### src/rtl/srx_pkg.sv
// Shared types for the synchronous master receiver.
// Assumes the control register is written as one byte; field order fixes bit positions.
package srx_pkg;
    typedef struct packed {
        logic irq_en;   // bit 5
        logic nine;     // bit 4
        logic cont;     // bit 3
        logic single;   // bit 2
        logic master;   // bit 1
        logic port_en;  // bit 0
    } srx_ctrl_t;

    localparam int CTRL_W   = $bits(srx_ctrl_t);
    localparam int CONT_BIT = 3;

    typedef enum logic {SH_IDLE, SH_SHIFT} sh_state_t;
endpackage

### src/rtl/srx_regs.sv
// Control, divider and overrun-status registers.
// Assumes word_done and ovr_evt are single-cycle pulses; a software write wins over self-clear.
module srx_regs
    import srx_pkg::*;
#(
    parameter int DIV_W = 8,
    parameter int REG_W = 8
) (
    input  logic             clk,
    input  logic             rst_n,
    input  logic             wr,
    input  logic             addr,
    input  logic [REG_W-1:0] wdata,
    input  logic             word_done,
    input  logic             ovr_evt,
    output srx_ctrl_t        ctrl,
    output logic [DIV_W-1:0] div,
    output logic             ovr
);
    logic unused_wdata;
    assign unused_wdata = &{1'b0, wdata};

    // Control register: software write, or hardware clear of the single request.
    always_ff @(posedge clk) begin
        if (!rst_n)
            ctrl <= '0;
        else if (wr && !addr)
            ctrl <= srx_ctrl_t'(wdata[CTRL_W-1:0]);
        else if (word_done && !ctrl.cont)
            ctrl.single <= 1'b0;
    end

    // Divider register.
    always_ff @(posedge clk) begin
        if (!rst_n)
            div <= '0;
        else if (wr && addr)
            div <= wdata[DIV_W-1:0];
    end

    // Overrun flag: set by a dropped word, cleared by a control write with continuous off.
    always_ff @(posedge clk) begin
        if (!rst_n)
            ovr <= 1'b0;
        else if (ovr_evt)
            ovr <= 1'b1;
        else if (wr && !addr && !wdata[CONT_BIT])
            ovr <= 1'b0;
    end

    AST_SINGLE_SELF_CLEAR: assert property (@(posedge clk) disable iff (!rst_n)
        (word_done && !ctrl.cont && !wr) |=> !ctrl.single);
endmodule

### src/rtl/srx_shifter.sv
// Shift-clock generator and receive shift register.
// Assumes run drops to abort; the clock idles low and each half-period is div+1 cycles.
// Bits are sampled at the falling edge, LSB first; cont_i picks whether to go on after a word.
module srx_shifter
    import srx_pkg::*;
#(
    parameter int DATA_W = 8,
    parameter int DIV_W  = 8
) (
    input  logic             clk,
    input  logic             rst_n,
    input  logic             run,
    input  logic             cont_i,
    input  logic             nine,
    input  logic [DIV_W-1:0] div,
    input  logic             sdat_i,
    output logic             sck_o,
    output logic             done_o,
    output logic [DATA_W:0]  word_o
);
    localparam int WW = DATA_W + 1;
    localparam int IW = $clog2(WW);
    localparam logic [IW-1:0] LAST9 = IW'(DATA_W);
    localparam logic [IW-1:0] LAST8 = IW'(DATA_W - 1);

    sh_state_t        st;
    logic [DIV_W-1:0] cnt;
    logic [IW-1:0]    bitn;
    logic [WW-1:0]    shreg, sh_next;
    logic [IW-1:0]    last_idx;

    // Next shift contents with the current input bit placed at its index.
    always_comb begin
        sh_next       = shreg;
        sh_next[bitn] = sdat_i;
        last_idx      = nine ? LAST9 : LAST8;
    end

    // Half-period counter, clock toggling, bit capture and word completion.
    always_ff @(posedge clk) begin
        if (!rst_n) begin
            st     <= SH_IDLE;
            cnt    <= '0;
            bitn   <= '0;
            shreg  <= '0;
            sck_o  <= 1'b0;
            done_o <= 1'b0;
            word_o <= '0;
        end else begin
            done_o <= 1'b0;
            if (!run) begin
                st    <= SH_IDLE;
                sck_o <= 1'b0;
                cnt   <= '0;
                bitn  <= '0;
            end else if (st == SH_IDLE) begin
                st    <= SH_SHIFT;
                sck_o <= 1'b0;
                cnt   <= '0;
                bitn  <= '0;
                shreg <= '0;
            end else if (cnt != div) begin
                cnt <= cnt + 1'b1;
            end else begin
                cnt   <= '0;
                sck_o <= ~sck_o;
                if (sck_o) begin
                    if (bitn >= last_idx) begin
                        done_o <= 1'b1;
                        word_o <= nine ? sh_next : {1'b0, sh_next[DATA_W-1:0]};
                        bitn   <= '0;
                        shreg  <= '0;
                        if (!cont_i)
                            st <= SH_IDLE;
                    end else begin
                        bitn  <= bitn + 1'b1;
                        shreg <= sh_next;
                    end
                end
            end
        end
    end

    AST_DONE_ON_FALL: assert property (@(posedge clk) disable iff (!rst_n)
        done_o |-> $fell(sck_o));
    AST_IDLE_CLOCK_LOW: assert property (@(posedge clk) disable iff (!rst_n)
        (st == SH_IDLE) |-> !sck_o);
endmodule

### src/rtl/srx_fifo.sv
// Small receive buffer, first in first out.
// Assumes the caller never pushes when full and never pops when empty.
module srx_fifo #(
    parameter int WIDTH = 9,
    parameter int DEPTH = 2
) (
    input  logic             clk,
    input  logic             rst_n,
    input  logic             push,
    input  logic             pop,
    input  logic [WIDTH-1:0] din,
    output logic [WIDTH-1:0] dout,
    output logic             empty,
    output logic             full
);
    localparam int PW = (DEPTH > 1) ? $clog2(DEPTH) : 1;
    localparam int CW = $clog2(DEPTH + 1);
    localparam logic [PW-1:0] PTR_LAST = PW'(DEPTH - 1);
    localparam logic [CW-1:0] CNT_FULL = CW'(DEPTH);

    logic [WIDTH-1:0] mem [DEPTH];
    logic [PW-1:0]    wptr, rptr;
    logic [CW-1:0]    count;

    // Entry storage, cleared at reset.
    always_ff @(posedge clk) begin
        if (!rst_n) begin
            for (int i = 0; i < DEPTH; i++) mem[i] <= '0;
        end else if (push) begin
            mem[wptr] <= din;
        end
    end

    // Pointers and occupancy.
    always_ff @(posedge clk) begin
        if (!rst_n) begin
            wptr  <= '0;
            rptr  <= '0;
            count <= '0;
        end else begin
            if (push) wptr <= (wptr == PTR_LAST) ? '0 : wptr + 1'b1;
            if (pop)  rptr <= (rptr == PTR_LAST) ? '0 : rptr + 1'b1;
            case ({push, pop})
                2'b10:   count <= count + 1'b1;
                2'b01:   count <= count - 1'b1;
                default: count <= count;
            endcase
        end
    end

    assign dout  = mem[rptr];
    assign empty = (count == '0);
    assign full  = (count == CNT_FULL);

    AST_NO_OVERFLOW: assert property (@(posedge clk) disable iff (!rst_n)
        push |-> !full);
    AST_NO_UNDERFLOW: assert property (@(posedge clk) disable iff (!rst_n)
        pop |-> !empty);
endmodule

### src/rtl/srx_master.sv
// Top of the synchronous master receiver: registers, clock/shift engine and buffer.
// Assumes one write port (address 0 control, 1 divider) and a pop strobe for reading.
module srx_master
    import srx_pkg::*;
#(
    parameter int DATA_W    = 8,
    parameter int DIV_W     = 8,
    parameter int BUF_DEPTH = 2
) (
    input  logic              clk,
    input  logic              rst_n,
    input  logic              reg_wr,
    input  logic              reg_addr,
    input  logic [7:0]        reg_wdata,
    input  logic              data_pop,
    input  logic              sdat_i,
    output logic              sck_o,
    output logic [7:0]        ctrl_rd,
    output logic [DATA_W-1:0] rx_data,
    output logic              rx_bit8,
    output logic              rx_ready,
    output logic              rx_overrun,
    output logic              rx_irq
);
    localparam int WW = DATA_W + 1;

    srx_ctrl_t        ctrl;
    logic [DIV_W-1:0] div;
    logic             run, keep_on, done, push, pop, ovr_evt;
    logic             buf_empty, buf_full;
    logic [WW-1:0]    word, head;

    srx_regs #(.DIV_W(DIV_W), .REG_W(8)) i_regs (
        .clk(clk), .rst_n(rst_n), .wr(reg_wr), .addr(reg_addr), .wdata(reg_wdata),
        .word_done(done), .ovr_evt(ovr_evt), .ctrl(ctrl), .div(div), .ovr(rx_overrun)
    );

    // Receive gating and the decision to run on after a word.
    always_comb begin
        run     = ctrl.port_en && ctrl.master && (ctrl.single || ctrl.cont) && !rx_overrun;
        keep_on = ctrl.cont && !buf_full;
        push    = done && !buf_full;
        ovr_evt = done && buf_full;
        pop     = data_pop && !buf_empty;
    end

    srx_shifter #(.DATA_W(DATA_W), .DIV_W(DIV_W)) i_shift (
        .clk(clk), .rst_n(rst_n), .run(run), .cont_i(keep_on), .nine(ctrl.nine),
        .div(div), .sdat_i(sdat_i), .sck_o(sck_o), .done_o(done), .word_o(word)
    );

    srx_fifo #(.WIDTH(WW), .DEPTH(BUF_DEPTH)) i_buf (
        .clk(clk), .rst_n(rst_n), .push(push), .pop(pop), .din(word),
        .dout(head), .empty(buf_empty), .full(buf_full)
    );

    // Readback and status outputs.
    always_comb begin
        ctrl_rd  = 8'(ctrl);
        rx_data  = head[DATA_W-1:0];
        rx_bit8  = head[DATA_W] && !buf_empty;
        rx_ready = !buf_empty;
        rx_irq   = rx_ready && ctrl.irq_en;
    end

    AST_GATED_CLOCK: assert property (@(posedge clk) disable iff (!rst_n)
        !run |=> !sck_o);
    AST_OVR_HALTS: assert property (@(posedge clk) disable iff (!rst_n)
        rx_overrun |-> !sck_o);
    AST_IRQ_NEEDS_READY: assert property (@(posedge clk) disable iff (!rst_n)
        rx_irq |-> rx_ready);
endmodule

### config.mk
export PLATFORM = sky130hd
export DESIGN_NAME = srx_master
export DESIGN_NICKNAME = d
export VERILOG_FILES = /design/src/rtl/srx_pkg.sv /design/src/rtl/srx_regs.sv /design/src/rtl/srx_shifter.sv /design/src/rtl/srx_fifo.sv /design/src/rtl/srx_master.sv
export SDC_FILE = /design/constraint.sdc
export NUM_CORES = 1
export LEC_CHECK = 0
export ABC_AREA = 1
export BUFFER_PORTS_ARGS = -buffer_cell sky130_fd_sc_hd__buf_2
export CORE_ASPECT_RATIO = 0.6
export CORE_MARGIN = 2
export CORE_UTILIZATION = 55
export DETAILED_ROUTE_END_ITERATION = 6
export PLACE_DENSITY = 0.78
export SYNTH_ARGS = -nofsm -noshare
export SYNTH_HDL_FRONTEND = slang
export SYNTH_SLANG_ARGS = --single-unit
### constraint.sdc
create_clock -name clk -period 2.5 [get_ports clk]
set_clock_uncertainty 0.1 [all_clocks]
set_input_delay 0.125 -clock clk [delete_from_list [all_inputs] [get_ports clk]]
set_output_delay 0.125 -clock clk [all_outputs]
set_load 0.03 [all_outputs]
==> flow_summary.ini <==
[die]
die_y_um = 65.5
start_util = 0.568
die_w_um = 107
dieArea_sq_um = 6980
pin_count = 35
rows = 22
core_sq_um = 6110

[worst_hold_path]
hp-class = input port to flip-flop
min_from = reg_wdata[5]
holdPathStages = 3

[layout]
utilization = 0.653
nets = 518
area_growth_pct = 14.9
seq_area_sq_um = 1600
fillers = 525
post-route-cell-area_sq_um = 3990
drive_gt1_frac = 0.164
antenna_cells = 0
multiInputGateArea_sq_um = 1590

[yosys]
ys.warnings.count = 0
ys_ff_latch = 71
ys.flop_type = dfxtp_1
synth-async-reset-ratio = 0
syn_inst = 453
synth-seq-area-share = 0.462
synth_most_common_cell = nand2_1
syn-cell-area_sq_um = 3470
synth.top_cell.area_share = 0.306
synth_edf_count = 18
yosysTopAreaCell = dfxtp_1
postSynthAreaPerCell_sq_um = 7.66
netlist_top_cells_area = dfxtp_1 (31%), edfxtp_1 (16%), nand2_1 (11%), nor2_1 (7.7%), inv_1 (5.4%)
ys_types = 30
synth_common_cells = nand2_1 (106), nor2_1 (71), dfxtp_1 (53), inv_1 (50), a21oi_1 (35)

[status]
outcome = complete, no violations

[placed_design]
port_buffers = 32
dp_hpwl_um = 5320
gp_congestion = 0.877
dpl_cell_area_sq_um = 3680

[cts]
cts_buffers = 9
root_buffer = clkbuf_8
clock_path_buffers = 2
clkSinkCount = 71
clkLatencyLatePin_ns = 0.36
cts_resized = 0
cts_tree = done
htreeDepth = 3
path_clk_slew_ns = 0.08

[routing]
drc = 0
drtIter0Drc = 212
dr.pass1.iters = 5
via_per_inst = 5.02
dr_total_vias = 2928
drt-total-wl_um = 7520
routedWlPerCell_um = 12.9
drtAntennaViolNets = 0

[worst_setup_path]
cpLargestDelayFamily = simple AND/OR/NAND/NOR gates
cp_common_cell = nand2_1
critPathRequiredTime_ns = 2.69
critPathKind = flip-flop to flip-flop
worstSetupEndpointType = flip-flop
crit_path_start = i_regs.ctrl[4]
start_kind = flip-flop
r2r_cells = 11
rr_startpoint = i_regs.ctrl[4]
crit_cells = 11
worstPathMaxFanout = 8
path_buf_inv = 2
cp.arrival_ns = 2.34
max_stage_delay_ns = 0.43
slowest_stage = dfxtp_1
cp_cell_sequence = inv_1, ha_1, nand2_1, inv_1, o21ai_1, nand3_1, nor2_2, nand2_1, nand3_1, nand2_1, nor2_1

[grt]
grt_pass1_wl_um = 12300
grt_max_degree = 28
first_global_vias = 2635
grt_usage = 0.232
antenna_found_initial = 0
grt-ovfl-total = 0

[power]
powerDensity_nw_per_um2 = 612
finalPower_mw = 2.44
power.leakage_nw = 1.72
vdd_drop_max_mv = 0.325

[run]
cap_violations = 0

[sta]
setup_tns_ns = 0
slew_violations = 0
hold_viol_final = 0
period_share = 0.858
period_minus_slack_ns = 2.15
worst_pin_slew_ns = 0.535
setup_violations = 0
timing.fmax_ghz = 0.466
rsz0062_at_grt = no
slew_headroom = 0.642
worst register-to-register path, stage by stage, from the launching register on:
cell	delay, ns
dfxtp_1	0.43
inv_1	0.14
ha_1	0.31
nand2_1	0.06
inv_1	0.04
o21ai_1	0.07
nand3_1	0.24
nor2_2	0.36
nand2_1	0.09
nand3_1	0.09
nand2_1	0.05
nor2_1	0.08
report_power, final:
part	total (mW)	switching, mW	internal [mW]
logic	0.178	0.119	0.0595
registers	1.22	0.0155	1.20
clock network	1.04	0.468	0.573
cell usage in the layout, fill, tap and decap left out, types with 4 or more instances in the layout:
| cell type | netlist | routed |
|---|---|---|
| nand2_1 | 106 | 106 |
| nor2_1 | 71 | 71 |
| dfxtp_1 | 53 | 53 |
| inv_1 | 50 | 50 |
| a21oi_1 | 35 | 35 |
| buf_2 | 1 | 32 |
| o21ai_0 | 23 | 23 |
| nand3_1 | 22 | 22 |
| edfxtp_1 | 18 | 18 |
| nor2_2 | 12 | 12 |
| ha_1 | 10 | 10 |
| clkbuf_8 | 0 | 9 |
| mux2_2 | 8 | 8 |
| dlygate4sd3_1 | 0 | 8 |
| a31oi_1 | 5 | 5 |
| nor3_1 | 4 | 4 |
| xor2_1 | 4 | 4 |
sequential cells by signal, indices dropped and copies added (netlist names), named ones only:
register / count
i_buf.count: 2
i_regs.ctrl: 6
i_shift.sck_o: 1
i_shift.word_o: 9
i_buf.rptr: 1
i_regs.ovr: 1
i_shift.bitn: 4
i_shift.done_o: 1
i_buf.wptr: 1
i_shift.st: 1
i_shift.shreg: 9
i_regs.div: 8
i_shift.cnt: 8
i_buf.mem: 18
cells by family after synthesis:
group,synth area share
multiplexers,0.0260
AO/OA/AOI/OAI,0.0985
buffers and inverters,0.0804
AND/OR/NAND/NOR,0.281
XOR/XNOR,0.0151
other,0.00108
adder cells (fa/ha/maj),0.0361
flip-flops,0.462
repair_timing:
action,in CTS,in global routing
hold endpoints to repair,14,0
buffers inserted,0,0
hold buffers,8,0
layout make-up:
class / count / share of cell area
timing repair buffer: 43 / 0.0659
multi-input combinational: 316 / 0.399
tap: 84 / 0.0264
inverter: 53 / 0.0499
clock buffer: 9 / 0.0311
sequential: 71 / 0.402
clock inverter: 7 / 0.0257
path summary, 6_finish.rpt:
check	slack, ns	to
setup reg to reg	0.35	i_shift.shreg[2]
setup / recovery	0.35	i_shift.shreg[2]
hold / removal	0.03	i_regs.ctrl[5]
hold reg to reg	0.36	i_buf.rptr
layer usage:
| metal | vias up | wire length (um) | track usage |
|---|---|---|---|
| li1 | 1535 | - | - |
| met1 | 1285 | 3780 | 0.329 |
| met2 | 97 | 3000 | 0.340 |
| met3 | 11 | 657 | 0.0784 |
| met4 | 0 | 80 | 0.0617 |
| met5 | - | 0 | 0 |
through the flow:
stage	cells	hold WS (ns)	setup WS, ns
3_3_place_gp	559	0.270	0.469
4_1_cts	583	0.0135	0.384
5_1_grt	583	0.0471	0.144
3_5_place_dp	559	0.279	0.425
6_report	583	0.0300	0.354
2_1_floorplan	454	0.160	0.723
Note: power is estimated with default switching activity, not from simulation.
